## config.mk

```make
export PLATFORM = sky130hd
export DESIGN_NAME = pdb_master
export DESIGN_NICKNAME = d
export VERILOG_FILES = /design/src/rtl/pdb_pkg.sv /design/src/rtl/pdb_access_timer.sv /design/src/rtl/pdb_win_record.sv /design/src/rtl/pdb_region_chk.sv /design/src/rtl/pdb_master.sv
export SDC_FILE = /design/constraint.sdc
export NUM_CORES = 1
export LEC_CHECK = 0
export BUFFER_PORTS_ARGS = -buffer_cell sky130_fd_sc_hd__buf_2
export CAP_MARGIN = 5
export CORE_ASPECT_RATIO = 0.6
export CORE_MARGIN = 5
export CORE_UTILIZATION = 55
export CTS_CLUSTER_DIAMETER = 100
export DETAILED_ROUTE_END_ITERATION = 8
export GPL_ROUTABILITY_DRIVEN = 0
export PLACE_DENSITY = 0.8
export SYNTH_ARGS = -nofsm -noshare
export SYNTH_HDL_FRONTEND = slang
export SYNTH_SLANG_ARGS = --single-unit
```

## constraint.sdc

```tcl
create_clock -name clk -period 3.02 [get_ports clk]
set_clock_uncertainty 0.05 [all_clocks]
set_input_delay 0.151 -clock clk [delete_from_list [all_inputs] [get_ports clk]]
set_output_delay 0.151 -clock clk [all_outputs]
set_load 0.01 [all_outputs]
```

## src/rtl/pdb_pkg.sv

```systemverilog
// Package: shared types and helpers for the parallel display bus master.
// Assumes timing parameters are given in picoseconds.
package pdb_pkg;

    typedef enum logic [2:0] {
        ST_IDLE = 3'd0,
        ST_WCMD = 3'd1,
        ST_WREC = 3'd2,
        ST_PIX  = 3'd3,
        ST_RCMD = 3'd4,
        ST_RDAT = 3'd5
    } pdb_state_e;

    localparam logic [7:0] FMT_RGB565   = 8'h01;
    localparam logic [7:0] SRC_PLAIN    = 8'h00;
    localparam logic [7:0] SRC_FALLBACK = 8'h01;
    localparam int         REC_LEN      = 18;

    // Round a time up to whole clock ticks.
    function automatic int ceil_ticks(input int t_ps, input int clk_ps);
        return (t_ps + clk_ps - 1) / clk_ps;
    endfunction

endpackage

```

## src/rtl/pdb_access_timer.sv

```systemverilog
// Access timer: runs one bus access of CYC_T ticks. It places the write or
// read strobe at fixed tick offsets and captures read data at tick SMP_T.
// Assumes start is only raised while busy_o is low, and that
// WE_ON_T < WE_OFF_T <= CYC_T and RE_ON_T < RE_OFF_T <= CYC_T with SMP_T < CYC_T.
module pdb_access_timer #(
    parameter int CYC_T    = 8,
    parameter int WE_ON_T  = 2,
    parameter int WE_OFF_T = 4,
    parameter int RE_ON_T  = 2,
    parameter int RE_OFF_T = 6,
    parameter int SMP_T    = 6,
    parameter int DW       = 16,
    parameter int NW       = 8
) (
    input  logic          clk,
    input  logic          rst_n,
    input  logic          start,
    input  logic          rd_mode,
    input  logic          wide_i,
    input  logic          dc_i,
    input  logic [DW-1:0] wdata_i,
    input  logic [DW-1:0] din,
    output logic          busy_o,
    output logic          last_o,
    output logic          cs_n,
    output logic          we_n,
    output logic          re_n,
    output logic          dc_o,
    output logic          wide_o,
    output logic          oe_o,
    output logic [DW-1:0] dout_o,
    output logic [DW-1:0] rdata_o
);
    localparam int CW = $clog2(CYC_T + 1);

    logic          active_q;
    logic [CW-1:0] cnt_q;
    logic          rd_q;
    logic          wide_q;
    logic          dc_q;
    logic [DW-1:0] dout_q;
    logic [DW-1:0] rdata_q;

    // Access sequencing: latch the access on start, then count the ticks.
    always_ff @(posedge clk) begin
        if (!rst_n) begin
            active_q <= 1'b0;
            cnt_q    <= '0;
            rd_q     <= 1'b0;
            wide_q   <= 1'b0;
            dc_q     <= 1'b1;
            dout_q   <= '0;
        end else if (!active_q) begin
            if (start) begin
                active_q <= 1'b1;
                cnt_q    <= '0;
                rd_q     <= rd_mode;
                wide_q   <= wide_i;
                dc_q     <= dc_i;
                dout_q   <= wide_i ? wdata_i : {{(DW-NW){1'b0}}, wdata_i[NW-1:0]};
            end
        end else if (cnt_q == CW'(CYC_T - 1)) begin
            active_q <= 1'b0;
        end else begin
            cnt_q <= cnt_q + CW'(1);
        end
    end

    // Read capture at the sample tick.
    always_ff @(posedge clk) begin
        if (!rst_n) begin
            rdata_q <= '0;
        end else if (active_q && rd_q && cnt_q == CW'(SMP_T)) begin
            rdata_q <= din;
        end
    end

    assign busy_o  = active_q;
    assign last_o  = active_q && (cnt_q == CW'(CYC_T - 1));
    assign cs_n    = !active_q;
    assign we_n    = !(active_q && !rd_q && cnt_q >= CW'(WE_ON_T) && cnt_q < CW'(WE_OFF_T));
    assign re_n    = !(active_q &&  rd_q && cnt_q >= CW'(RE_ON_T) && cnt_q < CW'(RE_OFF_T));
    assign dc_o    = active_q ? dc_q : 1'b1;
    assign wide_o  = active_q && wide_q;
    assign oe_o    = active_q && !rd_q;
    assign dout_o  = (active_q && !rd_q) ? dout_q : '0;
    assign rdata_o = rdata_q;

endmodule

```

## src/rtl/pdb_win_record.sv

```systemverilog
// Window record generator: returns byte idx of the 18-byte window record.
// Coordinates go low byte first and the 8-byte block is sent twice.
// Assumes idx < 18. Purely combinational.
module pdb_win_record #(
    parameter int CRD_W = 16
) (
    input  logic [CRD_W-1:0] x,
    input  logic [CRD_W-1:0] y,
    input  logic [CRD_W-1:0] w,
    input  logic [CRD_W-1:0] h,
    input  logic [7:0]       variant,
    input  logic [4:0]       idx,
    output logic [7:0]       rec_byte
);
    import pdb_pkg::*;

    logic [CRD_W-1:0] word_sel;
    logic [CRD_W-1:0] x_end;
    logic [CRD_W-1:0] y_end;
    logic [7:0]       src_code;

    assign x_end    = x + w - CRD_W'(1);
    assign y_end    = y + h - CRD_W'(1);
    assign src_code = (variant == 8'd1 || variant == 8'd2) ? SRC_PLAIN : SRC_FALLBACK;

    // Pick the coordinate word for the current byte.
    always_comb begin
        case (idx[2:1])
            2'd0:    word_sel = x;
            2'd1:    word_sel = y;
            2'd2:    word_sel = x_end;
            default: word_sel = y_end;
        endcase
    end

    // Map the byte index to a coordinate byte or a trailing code.
    always_comb begin
        if (idx == 5'd16)      rec_byte = FMT_RGB565;
        else if (idx == 5'd17) rec_byte = src_code;
        else                   rec_byte = idx[0] ? word_sel[15:8] : word_sel[7:0];
    end

endmodule

```

## src/rtl/pdb_region_chk.sv

```systemverilog
// Region check: accepts only a window that covers the whole frame.
// Purely combinational.
module pdb_region_chk #(
    parameter int FRAME_W = 800,
    parameter int FRAME_H = 480,
    parameter int CRD_W   = 16
) (
    input  logic [CRD_W-1:0] x,
    input  logic [CRD_W-1:0] y,
    input  logic [CRD_W-1:0] w,
    input  logic [CRD_W-1:0] h,
    output logic             ok
);
    assign ok = (x == '0) && (y == '0) &&
                (w == CRD_W'(FRAME_W)) && (h == CRD_W'(FRAME_H));
endmodule

```

## src/rtl/pdb_master.sv

```systemverilog
// Parallel display bus master: performs a full-frame window update
// (command, 18-byte record over 8 lines, pixels over 16 lines) and
// single-register reads. Assumes requests are single-cycle pulses and a
// frame of at least two pixels. Edge offsets are converted from
// picoseconds to ticks by rounding up.
module pdb_master #(
    parameter int         CLK_PS     = 5000,
    parameter int         ACC_PS     = 36000,
    parameter int         WE_ON_PS   = 9000,
    parameter int         WE_OFF_PS  = 18000,
    parameter int         RE_ON_PS   = 9000,
    parameter int         RE_OFF_PS  = 27000,
    parameter int         SMP_PS     = 27000,
    parameter int         FRAME_W    = 800,
    parameter int         FRAME_H    = 480,
    parameter int         CRD_W      = 16,
    parameter logic [7:0] WIN_REG    = 8'h6C
) (
    input  logic             clk,
    input  logic             rst_n,
    input  logic             upd_req,
    input  logic [CRD_W-1:0] win_x,
    input  logic [CRD_W-1:0] win_y,
    input  logic [CRD_W-1:0] win_w,
    input  logic [CRD_W-1:0] win_h,
    input  logic [7:0]       variant,
    input  logic             rd_req,
    input  logic [7:0]       rd_addr,
    input  logic [15:0]      pix_data,
    input  logic             pix_valid,
    output logic             pix_ready,
    output logic             bus_cs_n,
    output logic             bus_we_n,
    output logic             bus_re_n,
    output logic             bus_dc,
    output logic             bus_wide,
    output logic             bus_d_oe,
    output logic [15:0]      bus_d_out,
    input  logic [15:0]      bus_d_in,
    output logic             busy,
    output logic             done,
    output logic             err,
    output logic             rd_valid,
    output logic [15:0]      rd_data
);
    import pdb_pkg::*;

    localparam int CYC_T    = ceil_ticks(ACC_PS, CLK_PS);
    localparam int WE_ON_T  = ceil_ticks(WE_ON_PS, CLK_PS);
    localparam int WE_OFF_T = ceil_ticks(WE_OFF_PS, CLK_PS);
    localparam int RE_ON_T  = ceil_ticks(RE_ON_PS, CLK_PS);
    localparam int RE_OFF_T = ceil_ticks(RE_OFF_PS, CLK_PS);
    localparam int SMP_T    = ceil_ticks(SMP_PS, CLK_PS);
    localparam int NPIX     = FRAME_W * FRAME_H;
    localparam int PCW      = (NPIX > 1) ? $clog2(NPIX) : 1;

    pdb_state_e       state_q;
    logic [4:0]       idx_q;
    logic [PCW-1:0]   pcnt_q;
    logic [CRD_W-1:0] x_q, y_q, w_q, h_q;
    logic [7:0]       var_q;
    logic [7:0]       raddr_q;
    logic             done_q, err_q, rdv_q;
    logic [15:0]      rdat_q;

    logic             region_ok;
    logic [7:0]       rec_byte;
    logic             a_start, a_rd, a_wide, a_dc;
    logic [15:0]      a_data;
    logic             t_busy, t_last;
    logic [15:0]      t_rdata;

    pdb_region_chk #(.FRAME_W(FRAME_W), .FRAME_H(FRAME_H), .CRD_W(CRD_W)) u_region (
        .x(win_x), .y(win_y), .w(win_w), .h(win_h), .ok(region_ok)
    );

    pdb_win_record #(.CRD_W(CRD_W)) u_record (
        .x(x_q), .y(y_q), .w(w_q), .h(h_q), .variant(var_q),
        .idx(idx_q), .rec_byte(rec_byte)
    );

    pdb_access_timer #(
        .CYC_T(CYC_T), .WE_ON_T(WE_ON_T), .WE_OFF_T(WE_OFF_T),
        .RE_ON_T(RE_ON_T), .RE_OFF_T(RE_OFF_T), .SMP_T(SMP_T),
        .DW(16), .NW(8)
    ) u_timer (
        .clk(clk), .rst_n(rst_n), .start(a_start), .rd_mode(a_rd),
        .wide_i(a_wide), .dc_i(a_dc), .wdata_i(a_data), .din(bus_d_in),
        .busy_o(t_busy), .last_o(t_last), .cs_n(bus_cs_n), .we_n(bus_we_n),
        .re_n(bus_re_n), .dc_o(bus_dc), .wide_o(bus_wide), .oe_o(bus_d_oe),
        .dout_o(bus_d_out), .rdata_o(t_rdata)
    );

    // Access request decode: what to put on the bus next, per state.
    always_comb begin
        a_start   = 1'b0;
        a_rd      = 1'b0;
        a_wide    = 1'b0;
        a_dc      = 1'b1;
        a_data    = '0;
        pix_ready = 1'b0;
        case (state_q)
            ST_WCMD: begin
                a_start = !t_busy;
                a_dc    = 1'b0;
                a_data  = {8'h00, WIN_REG};
            end
            ST_WREC: begin
                a_start = !t_busy;
                a_data  = {8'h00, rec_byte};
            end
            ST_PIX: begin
                a_start   = !t_busy && pix_valid;
                pix_ready = a_start;
                a_wide    = 1'b1;
                a_data    = pix_data;
            end
            ST_RCMD: begin
                a_start = !t_busy;
                a_dc    = 1'b0;
                a_data  = {8'h00, raddr_q};
            end
            ST_RDAT: begin
                a_start = !t_busy;
                a_rd    = 1'b1;
            end
            default: ;
        endcase
    end

    // Transaction sequencer: accept requests and step through the accesses.
    always_ff @(posedge clk) begin
        if (!rst_n) begin
            state_q <= ST_IDLE;
            idx_q   <= '0;
            pcnt_q  <= '0;
            x_q     <= '0;
            y_q     <= '0;
            w_q     <= '0;
            h_q     <= '0;
            var_q   <= '0;
            raddr_q <= '0;
            done_q  <= 1'b0;
            err_q   <= 1'b0;
            rdv_q   <= 1'b0;
            rdat_q  <= '0;
        end else begin
            done_q <= 1'b0;
            err_q  <= 1'b0;
            rdv_q  <= 1'b0;
            case (state_q)
                ST_IDLE: begin
                    if (upd_req) begin
                        if (region_ok) begin
                            x_q     <= win_x;
                            y_q     <= win_y;
                            w_q     <= win_w;
                            h_q     <= win_h;
                            var_q   <= variant;
                            state_q <= ST_WCMD;
                        end else begin
                            err_q <= 1'b1;
                        end
                    end else if (rd_req) begin
                        raddr_q <= rd_addr;
                        state_q <= ST_RCMD;
                    end
                end
                ST_WCMD: begin
                    if (t_last) begin
                        idx_q   <= '0;
                        state_q <= ST_WREC;
                    end
                end
                ST_WREC: begin
                    if (t_last) begin
                        if (idx_q == 5'(REC_LEN - 1)) begin
                            pcnt_q  <= '0;
                            state_q <= ST_PIX;
                        end else begin
                            idx_q <= idx_q + 5'd1;
                        end
                    end
                end
                ST_PIX: begin
                    if (t_last) begin
                        if (pcnt_q == PCW'(NPIX - 1)) begin
                            done_q  <= 1'b1;
                            state_q <= ST_IDLE;
                        end else begin
                            pcnt_q <= pcnt_q + PCW'(1);
                        end
                    end
                end
                ST_RCMD: begin
                    if (t_last) state_q <= ST_RDAT;
                end
                ST_RDAT: begin
                    if (t_last) begin
                        rdat_q  <= t_rdata;
                        rdv_q   <= 1'b1;
                        state_q <= ST_IDLE;
                    end
                end
                default: state_q <= ST_IDLE;
            endcase
        end
    end

    assign busy     = (state_q != ST_IDLE);
    assign done     = done_q;
    assign err      = err_q;
    assign rd_valid = rdv_q;
    assign rd_data  = rdat_q;

endmodule

```

==> flow_summary.json <==
{
  "fmax_mhz": 341.1,
  "critPathMaxStageDelay_ps": 450,
  "area_growth_pct": 22.44,
  "grt_setup_unrepaired": "true",
  "core_sq_mm": 0.01626,
  "clockBufferDepth": 2,
  "die_w_microns": 176.5,
  "cap_violations": 0,
  "cp_data_required_time_ps": 3280,
  "vias": 8292,
  "final-hold-violation-count": 0,
  "cts-buffers-inserted": 17,
  "dpl_worst_slack_ps": 143.5,
  "firstDrtPassIters": 5,
  "cts_tree": "yes",
  "power_density_mw_per_mm2": 488.6,
  "drtAntennaViolNets": 0,
  "synth_edf_count": 0,
  "initial_core_util_pct": 56.28,
  "syn_area_per_cell_sq_um": 8.505,
  "wl_per_cell_microns": 16.80,
  "path_common_cell": "inv_1",
  "path_cells": "inv_1, ha_1, inv_1, ha_1, inv_1, fa_1, nor2b_1, o31a_1, a21oi_1, mux4_2, a221oi_1, o41ai_1",
  "place_area_sq_mm": 0.01018,
  "yosysWarnings": 0,
  "fin_area_sq_mm": 0.01120,
  "grt_max_degree": 76,
  "slew_headroom_pct": 50.23,
  "grt_pass1_vias": 7870,
  "drc": 0,
  "ys_seq_elements": 166,
  "synthesis.nets": 1259,
  "ys_seq_area_share_pct": 36.31,
  "finalNonFillerCells": 1509,
  "crit_arrival_ps": 3190,
  "period_needed_ps": 2932,
  "grt_pass1_wl_mm": 40.35,
  "peakVddDrop_uv": 314.5,
  "htree_levels": 4,
  "synthArstFlopShare_pct": 0,
  "grt_util_all_layers_pct": 25.95,
  "drive_gt1_share_pct": 19.61,
  "status": "finished, final reports clean",
  "start_kind": "flop",
  "drt_iter0_markers": 703,
  "end_kind": "flop",
  "clk_latency_ps": 430,
  "ios": 160,
  "slowest_stage": "mux4_2",
  "holdWs_ps": 15.12,
  "final_common_cell": "dfxtp_1",
  "worst_pin_slew_ps": 744.4,
  "slew_viol_final": 0,
  "finalSetupViolCount": 0,
  "numPortBuffers": 159,
  "final.period_utilization_pct": 97.08,
  "yosys_most_used_dff": "dfxtp_1",
  "dp.cells": 1436,
  "critical_path_peak_fanout": 5,
  "syn_inst": 1076,
  "setup_slack_ps": 88.23,
  "die_h_microns": 109.9,
  "synth.distinct_cells": 79,
  "cts.reportedPaths.clkPinSlew_ps": 70,
  "cts_sinks": 166,
  "p_leak_nw": 5.064,
  "final_cell_mix": "dfxtp_1, buf_2, inv_1",
  "final_nets": 1450,
  "setup-tns-final_ps": 0,
  "grt_overflow": 0,
  "power_mw": 5.475,
  "dp_hpwl_mm": 17.93,
  "die_area_sq_mm": 0.01940,
  "path_class": "reg -> reg",
  "viasPerCell": 5.495,
  "cts_root_buf": "clkbuf_16",
  "utilization_pct": 68.91,
  "core.rowCount": 36,
  "antenna_found_initial": 1,
  "hold_class": "in -> reg",
  "routed_wl_mm": 25.35,
  "netlist_area_sq_mm": 0.009151
}
final cells by class:
cell class / count / area [sq um]
multi-input combinational: 732 / 5159
clock buffer: 17 / 425.4
fill: 1229 / 5056
inverter: 132 / 495.5
tap: 228 / 285.3
sequential: 166 / 3323
timing repair buffer: 218 / 1339
clock inverter: 15 / 175.2
antenna: 1 / 2.502
path summary, 6_finish.rpt:
kind | to | slack [ps] | from | cells after the start
min | var_q[0]$_SDFFE_PN0P_ | 20 | variant[0] | 3
max | u_timer.dout_q[5]$_SDFFE_PN0P_ | 90 | y_q[1]$_SDFFE_PN0P_ | 12
max reg2reg | u_timer.dout_q[5]$_SDFFE_PN0P_ | 90 | y_q[1]$_SDFFE_PN0P_ | 12
min reg2reg | rd_data[7]$_SDFFE_PN0P_ | 410 | rd_data[7]$_SDFFE_PN0P_ | 2
state kept, by name (all words and copies together) (netlist names):
signal           flops
y_q                 16
u_timer.rdata_o     16
pcnt_q              19
x_q                 16
var_q                8
idx_q                5
done                 1
u_timer.dc_q         1
state_q              3
raddr_q              8
u_timer.busy_o       1
u_timer.wide_q       1
w_q                 16
rd_valid             1
u_timer.rd_q         1
u_timer.dout_q      16
rd_data             16
h_q                 16
err                  1
u_timer.cnt_q        4
per-layer routing:
metal | track usage, % | part of all wire, % | vias to the layer above
met3 | 6.735 | 10 | 37
met1 | 35.52 | 45 | 3821
met5 | 0 | 0 | -
met4 | 7.506 | 1.4 | 0
met2 | 40.81 | 44 | 357
li1 | - | - | 4077
power by group:
part	switching (mW)	internal (mW)
Sequential	0.123	2.25
Combinational	0.554	0.367
Clock	1.06	1.12
Total	1.74	3.74
cells in the mapped netlist (7+ instances only):
| library cell | number | share of area, % |
|---|---|---|
| clkbuf_1 | 32 | 1.3 |
| ha_1 | 64 | 8.8 |
| and2_1 | 30 | 2.1 |
| buf_2 | 11 | 0.60 |
| nand4_1 | 15 | 1.0 |
| o211ai_1 | 9 | 0.74 |
| xnor2_1 | 24 | 2.3 |
| nor4_1 | 13 | 0.89 |
| a21oi_1 | 36 | 2.0 |
| a22o_1 | 8 | 0.77 |
| o21a_1 | 7 | 0.57 |
| o21ai_0 | 39 | 2.1 |
| dfxtp_1 | 166 | 36 |
| and3_1 | 61 | 4.2 |
| a21boi_0 | 36 | 3.0 |
| mux2i_1 | 35 | 3.8 |
| a21o_1 | 8 | 0.66 |
| inv_1 | 129 | 5.3 |
| nor2_1 | 65 | 2.7 |
| nand2_1 | 98 | 4.0 |
| xor2_1 | 17 | 1.6 |
| nor2b_1 | 34 | 2.3 |
| nand3_1 | 23 | 1.3 |
| nor3_1 | 9 | 0.49 |
timing repair:
action | in CTS | in global routing
resized for setup | 0 | 6
setup endpoints to repair | 0 | 5
endpoints found under the hold margin | 39 | 0
hold buffers | 39 | 0
buffers inserted | 0 | 1
logic make-up after synthesis:
family	Yosys count	synth area share, %
DFF	166	36.31
and+or+nand+nor	387	22.72
xor gates and xnor gates	41	3.924
adders and majority gates	66	9.188
muxes	41	5.182
buffers and inverters	178	7.615
AOI/OAI and AO/OA	197	15.05
worst max-delay path: cells and delay by family (launching register included):
family,cells,cell delay (ps)
AO/OA/AOI/OAI,4,740
flip-flops,1,340
buffers and inverters,3,180
AND/OR/NAND/NOR,1,180
multiplexers,1,450
adder cells (fa/ha/maj),3,870
(Power assumes the default switching activity.)
